`src/rtl/pwm_chain_pkg.sv`:
```
package pwm_chain_pkg;

    typedef enum logic [1:0] {
        SYS_CFG  = 2'd0,
        SYS_RUN  = 2'd1,
        SYS_TRIP = 2'd2
    } sys_st_t;

    typedef enum logic [1:0] {
        LN_DEAD = 2'd0,
        LN_HI   = 2'd1,
        LN_LO   = 2'd2
    } lane_st_t;

    typedef enum logic [1:0] {
        MD_COMP   = 2'd0,
        MD_INDEP  = 2'd1,
        MD_HIONLY = 2'd2,
        MD_OFF    = 2'd3
    } lane_mode_t;

endpackage

```
`src/rtl/pwm_sys_fsm.sv`:
```
module pwm_sys_fsm
    import pwm_chain_pkg::*;
(
    input  logic clk,
    input  logic rst_n,
    input  logic cfg_done,
    input  logic fault_in,
    input  logic fault_clr,
    output logic run,
    output logic kill,
    output logic in_cfg,
    output logic tripped
);

    sys_st_t st_q, st_d;

    // next-state logic
    always_comb begin
        st_d = st_q;
        unique case (st_q)
            SYS_CFG:  if (cfg_done)               st_d = SYS_RUN;   // CFG_TO_RUN
            SYS_RUN:  if (fault_in)               st_d = SYS_TRIP;  // RUN_TO_TRIP
            SYS_TRIP: if (fault_clr && !fault_in) st_d = SYS_RUN;   // TRIP_TO_RUN
            default:                              st_d = SYS_CFG;
        endcase
    end

    // state register
    always_ff @(posedge clk or negedge rst_n) begin
        if (!rst_n) st_q <= SYS_CFG;
        else        st_q <= st_d;
    end

    // outputs
    always_comb begin
        run     = (st_q == SYS_RUN);
        in_cfg  = (st_q == SYS_CFG);
        tripped = (st_q == SYS_TRIP);
        kill    = (st_q == SYS_RUN) && fault_in;
    end

endmodule

```
`src/rtl/pwm_lane.sv`:
```
module pwm_lane
    import pwm_chain_pkg::*;
#(
    parameter int DT_W   = 10,
    parameter int DT_RST = 8
) (
    input  logic            clk,
    input  logic            rst_n,
    input  logic            run,
    input  logic            kill,
    input  logic            req_a,
    input  logic            req_b,
    input  logic            act_set,
    input  logic            act_clr,
    input  logic            wr_mode,
    input  logic            wr_dt,
    input  logic [DT_W-1:0] wr_data,
    output logic            gate_hi,
    output logic            gate_lo,
    output logic            act_o,
    output logic            cmp_o
);

    localparam logic [DT_W-1:0] CNT_ONE = DT_W'(1);
    localparam logic [DT_W-1:0] DT_INIT = DT_W'(DT_RST);

    lane_st_t   st_q, st_d;
    lane_mode_t mode_q;
    logic [DT_W-1:0] dt_q, cnt_q, cnt_d;
    logic act_q, reqa_q, reqb_q;
    logic en, held, req_edge;

    assign en       = act_q && run;
    assign held     = !en || (mode_q != MD_COMP);
    assign req_edge = (req_a != reqa_q);

    // settings and activation
    always_ff @(posedge clk or negedge rst_n) begin
        if (!rst_n) begin
            mode_q <= MD_COMP;
            dt_q   <= DT_INIT;
            act_q  <= 1'b0;
        end else begin
            if (wr_mode) mode_q <= lane_mode_t'(wr_data[1:0]);
            if (wr_dt)   dt_q   <= wr_data;
            if (kill)     act_q <= 1'b0;
            else if (run) act_q <= (act_q || act_set) && !act_clr;
        end
    end

    // next-state logic of the dead-band machine
    always_comb begin
        st_d  = st_q;
        cnt_d = cnt_q;
        if (held) begin
            st_d  = LN_DEAD;                                   // ANY_TO_DEAD
            cnt_d = CNT_ONE;
        end else begin
            unique case (st_q)
                LN_HI: if (!req_a) begin
                    if (dt_q == '0) st_d = LN_LO;              // HI_TO_LO
                    else begin
                        st_d  = LN_DEAD;                       // HI_TO_DEAD
                        cnt_d = CNT_ONE;
                    end
                end
                LN_LO: if (req_a) begin
                    if (dt_q == '0) st_d = LN_HI;              // LO_TO_HI
                    else begin
                        st_d  = LN_DEAD;                       // LO_TO_DEAD
                        cnt_d = CNT_ONE;
                    end
                end
                LN_DEAD: begin
                    if (req_edge)           cnt_d = CNT_ONE;   // DEAD_RESTART
                    else if (cnt_q >= dt_q) st_d  = req_a ? LN_HI : LN_LO; // DEAD_TO_SIDE
                    else                    cnt_d = cnt_q + CNT_ONE;
                end
                default: begin
                    st_d  = LN_DEAD;
                    cnt_d = CNT_ONE;
                end
            endcase
        end
    end

    // state register
    always_ff @(posedge clk or negedge rst_n) begin
        if (!rst_n) begin
            st_q   <= LN_DEAD;
            cnt_q  <= CNT_ONE;
            reqa_q <= 1'b0;
            reqb_q <= 1'b0;
        end else begin
            st_q   <= st_d;
            cnt_q  <= cnt_d;
            reqa_q <= req_a;
            reqb_q <= req_b;
        end
    end

    // outputs
    always_comb begin
        gate_hi = 1'b0;
        gate_lo = 1'b0;
        if (en) begin
            unique case (mode_q)
                MD_COMP: begin
                    gate_hi = (st_q == LN_HI);
                    gate_lo = (st_q == LN_LO);
                end
                MD_INDEP: begin
                    gate_hi = reqa_q;
                    gate_lo = reqb_q;
                end
                MD_HIONLY: gate_hi = reqa_q;
                MD_OFF: ;
                default: ;
            endcase
        end
    end

    assign act_o = act_q;
    assign cmp_o = (mode_q == MD_COMP);

endmodule

```
`src/rtl/pwm_gate_chain.sv`:
```
module pwm_gate_chain
    import pwm_chain_pkg::*;
#(
    parameter int LANES  = 32,
    parameter int DT_W   = 10,
    parameter int DT_RST = 8,
    localparam int LANE_W = $clog2(LANES)
) (
    input  logic              clk,
    input  logic              rst_n,
    input  logic              cfg_done,
    input  logic              fault_in,
    input  logic              fault_clr,
    input  logic [LANES-1:0]  req_a,
    input  logic [LANES-1:0]  req_b,
    input  logic [LANES-1:0]  act_set,
    input  logic [LANES-1:0]  act_clr,
    input  logic              wr_en,
    input  logic              wr_sel,
    input  logic [LANE_W-1:0] wr_lane,
    input  logic [DT_W-1:0]   wr_data,
    output logic [LANES-1:0]  gate_hi,
    output logic [LANES-1:0]  gate_lo,
    output logic              tripped
);

    logic sys_run, sys_kill, sys_cfg;
    logic [LANES-1:0] lane_act_v, lane_cmp_v;

    pwm_sys_fsm u_sys (
        .clk      (clk),
        .rst_n    (rst_n),
        .cfg_done (cfg_done),
        .fault_in (fault_in),
        .fault_clr(fault_clr),
        .run      (sys_run),
        .kill     (sys_kill),
        .in_cfg   (sys_cfg),
        .tripped  (tripped)
    );

    for (genvar i = 0; i < LANES; i++) begin : g_lane
        logic sel_hit;
        assign sel_hit = wr_en && (wr_lane == LANE_W'(i));

        pwm_lane #(
            .DT_W  (DT_W),
            .DT_RST(DT_RST)
        ) u_lane (
            .clk     (clk),
            .rst_n   (rst_n),
            .run     (sys_run),
            .kill    (sys_kill),
            .req_a   (req_a[i]),
            .req_b   (req_b[i]),
            .act_set (act_set[i]),
            .act_clr (act_clr[i]),
            .wr_mode (sel_hit && !wr_sel),
            .wr_dt   (sel_hit && wr_sel),
            .wr_data (wr_data),
            .gate_hi (gate_hi[i]),
            .gate_lo (gate_lo[i]),
            .act_o   (lane_act_v[i]),
            .cmp_o   (lane_cmp_v[i])
        );
    end

endmodule

```
`config.mk`:
```
export PLATFORM = sky130hd
export DESIGN_NAME = pwm_gate_chain
export DESIGN_NICKNAME = d
export VERILOG_FILES = /design/src/rtl/pwm_chain_pkg.sv /design/src/rtl/pwm_sys_fsm.sv /design/src/rtl/pwm_lane.sv /design/src/rtl/pwm_gate_chain.sv
export SDC_FILE = /design/constraint.sdc
export NUM_CORES = 2
export LEC_CHECK = 0
export BUFFER_PORTS_ARGS = -buffer_cell sky130_fd_sc_hd__buf_2
export CAP_MARGIN = 40
export CELL_PAD_IN_SITES_DETAIL_PLACEMENT = 0
export CELL_PAD_IN_SITES_GLOBAL_PLACEMENT = 1
export CORE_MARGIN = 3
export CORE_UTILIZATION = 30
export DETAILED_ROUTE_END_ITERATION = 7
export PLACE_DENSITY_LB_ADDON = 0.2
export SETUP_SLACK_MARGIN = 0.15
export SYNTH_ARGS = -nofsm -noshare
export SYNTH_HDL_FRONTEND = slang
export SYNTH_HIERARCHICAL = 1
export SYNTH_SLANG_ARGS = --single-unit
```
`constraint.sdc`:
```
create_clock -name clk -period 8.5 [get_ports clk]
set_input_delay 1.7 -clock clk [delete_from_list [all_inputs] [get_ports clk]]
set_output_delay 1.7 -clock clk [all_outputs]
set_load 0.01 [all_outputs]
```
==> out/qor.txt <==
Final instance area - 67500 um2
Peak supply drop - 0.162 mV
TritonCTS clock tree - built
Run status - finished, final reports clean
Cell at the root of the clock tree - clkbuf_16
Critical register-to-register path startpoint - u_sys/st_q[1]$_DFFE_PN0P_
I/O pin count - 215
Fin crit share - 56.3%
Start point of the worst hold path - g_lane[30].u_lane/cnt_q[0]$_DFFE_PN1P_
Dpl cells - 9189
Post-place setup slack - 4.41 ns
Min cycle time layout - 4.79 ns
Die Ht - 453 um
Nature of the critical path startpoint - flop
Proportion of power drawn by combinational gates - 17.8%
Synthesized Nets - 7241
DRT Pass-1 Iters - 5
Number of setup violations in the final report - 0
Cell internal power dissipation - 8.51 mW
Worst clock skew - 0.0266 ns
Synth Instances - 6515
Worst hold stages - 1
CTS sink count - 866
Mean number of vias per cell - 5.23
Total global routing overflow - 0
Hold-critical path endpoint - g_lane[30].u_lane/cnt_q[0]$_DFFE_PN1P_
Quantity of I/O buffers inserted on ports - 214
Portion of total power attributed to sequential cells - 41.2%
Number of cells traversed by the worst register-to-register path - 7
Number of maximum-capacitance violations - 0
Worst EP required - 6.80 ns
Switching power - 3.79 mW
Total Wirelength - 184000 um
Max-slew headroom at the worst pin - 31.0%
Leakage power figure - 30.0 nW
Residual DRC - 0
Netlist area before placement - 59900 um2
Core Box Area - 198000 um2
Power per unit of standard cell area - 182 nW/um2
Arrival @ worst endpoint - 3.09 ns
Clock network latency to the later pin of the worst-skew pair - 0.73 ns
Hold Buf Count CTS - 0
Net switching share of the total power - 30.8%
Worst Max-Slew Pin Slew - 1.04 ns
Horizontal die dimension - 453 um
Number of CTS-inserted buffers - 111
Kind of capture point of the worst setup path - primary output
Unrepaired setup endpoints after global routing - no
Initial Util - 30.3%
Last weighted congestion value of the routability-driven placer - 0.785
Largest net degree at the start of global routing - 153
Aggregate negative setup slack - 0 ns
Warning count from the yosys run - 6
Row cnt - 163
Part of the power in the clock network - 41.0%
# Post-CTS Setup Buffers - 0
Fmax - 209 MHz
Wire length of the first global-routing pass - 290000 um
Vias in the first global route - 48800
Post-detailed-route wirelength per cell - 19.5 um
Smallest setup slack after layout - 3.71 ns
Placed wire-length estimate after detailed placement - 127000 um
Number of nets with antenna violations after routing - 0
Number of buffers on the longest clock path - 3
Average cell area after synthesis - 9.20 um2
Number of antenna violations at the first check in global routing - 11
Clock transition time at the flip-flop clock pins of the worst setup and hold paths - 0.06 ns
Kind of critical path - flop to primary output
Total global routing track utilization - 17.6%
Worst-path cell with the longest stage delay - and2b_4
Largest driver fanout on the critical path - 44
Nets - 7388
Number of max-slew violations in the final report - 0
Total via count after detailed routing - 49200
Iter 0 DRT Violations - 3322
Total count of hold-check failures in the final report - 0
Synth-to-layout area growth - 12.5%
Resized Gates After CTS - 0
Count of placed standard cells in the final layout, fillers left out - 9402
Setup slack of the worst register-to-register path - 5.07 ns
H-Tree Depth - 3
Delay contributed by the slowest stage of the critical path - 0.70 ns
Worst min-delay path category - flop to flop
Cell Chain, Critical Path - and2b_4, buf_4, nand2_1, nor3_1, buf_2
Worst reg2reg path endpoint - g_lane[30].u_lane/cnt_q[9]$_DFFE_PN0P_
Fraction of layout instances using a drive strength above 1 - 14.3%
Dpl cell area - 63600 um2
Die area - 205000 um2
## cell usage in the layout (no fill, tap or decap), types with 47 or more instances in the layout
cell type	instances
a22oi_1	96
ha_1	576
o2111ai_1	207
buf_4	62
o211ai_1	221
clkbuf_16	113
and3_1	123
nand2_1	1004
mux2_2	82
inv_1	553
buf_2	203
nand3_1	166
nor4_2	47
a21oi_1	159
o21ai_0	417
nor2_1	332
mux2i_1	72
dfstp_2	64
nor3_1	228
a211oi_1	71
nand4_1	84
or3_1	54
dfrtp_1	802
## worst max-delay path, delay by kind of cell (launching register included)
kind,cells,cell delay (ns)
AND/OR/NAND/NOR,3,1.10
buffers and inverters,2,0.79
flip-flops,1,0.42
## metrics by stage
| step | util, % | hold WS [ns] | power, mW |
|---|---|---|---|
| 6_report | 34.1 | 0.509 | 12.3 |
| 5_1_grt | 34.1 | 0.530 | 13.0 |
| 3_3_place_gp | 31.9 | 0.498 | 7.33 |
| 2_1_floorplan | - | 0.480 | 6.42 |
| 4_1_cts | 34.1 | 0.506 | 12.6 |
| 3_5_place_dp | 32.1 | 0.500 | 7.39 |
## power groups by stage
stage                     combinational (mW)  sequential [mW]  clock, mW
after floorplan                         1.42             5.01          0
after global placement                  2.19             5.14          0
after detailed placement                2.23             5.15          0
after CTS                               2.25             5.08       5.25
after global routing                    2.49             5.15       5.40
final                                   2.19             5.07       5.05
## layer usage
metal,track usage (%),vias to the layer above,wire [um]
met4,5.54,2,5280
li1,-,24100,-
met2,29.1,865,86100
met5,0,-,17
met3,2.07,223,6310
met1,24.0,24000,86000
## final cells by class
| type | instances | area [um2] |
|---|---|---|
| timing repair buffer | 280 | 1820 |
| sequential | 866 | 21800 |
| inverter | 553 | 2080 |
| tap | 2640 | 3300 |
| antenna | 4 | 10.0 |
| clock buffer | 155 | 3260 |
| fill | 20100 | 131000 |
| clock inverter | 54 | 629 |
| multi-input combinational | 4850 | 34600 |
## state kept, by name (all words and copies together), names as in the netlist
name	flops
g_lane.u_lane/dt_q	320
g_lane.u_lane/act_o	32
g_lane.u_lane/mode_q	64
g_lane.u_lane/st_q	64
g_lane.u_lane/reqa_q	32
u_sys/st_q	2
g_lane.u_lane/cnt_q	320
g_lane.u_lane/reqb_q	32
## worst max-delay path by stage
stage | start | end | cells after the start
2_1_floorplan | u_sys/st_q[1]$_DFFE_PN0P_ | gate_hi[0] | 3
3_3_place_gp | wr_lane[3] | g_lane[25].u_lane/dt_q[0]$_DFFE_PN0P_ | 4
3_5_place_dp | u_sys/st_q[1]$_DFFE_PN0P_ | gate_hi[20] | 5
4_1_cts | u_sys/st_q[1]$_DFFE_PN0P_ | gate_hi[20] | 5
5_1_grt | u_sys/st_q[1]$_DFFE_PN0P_ | gate_hi[20] | 5
6_report | u_sys/st_q[1]$_DFFE_PN0P_ | gate_hi[20] | 5
Power figures use the tool's default switching activity.
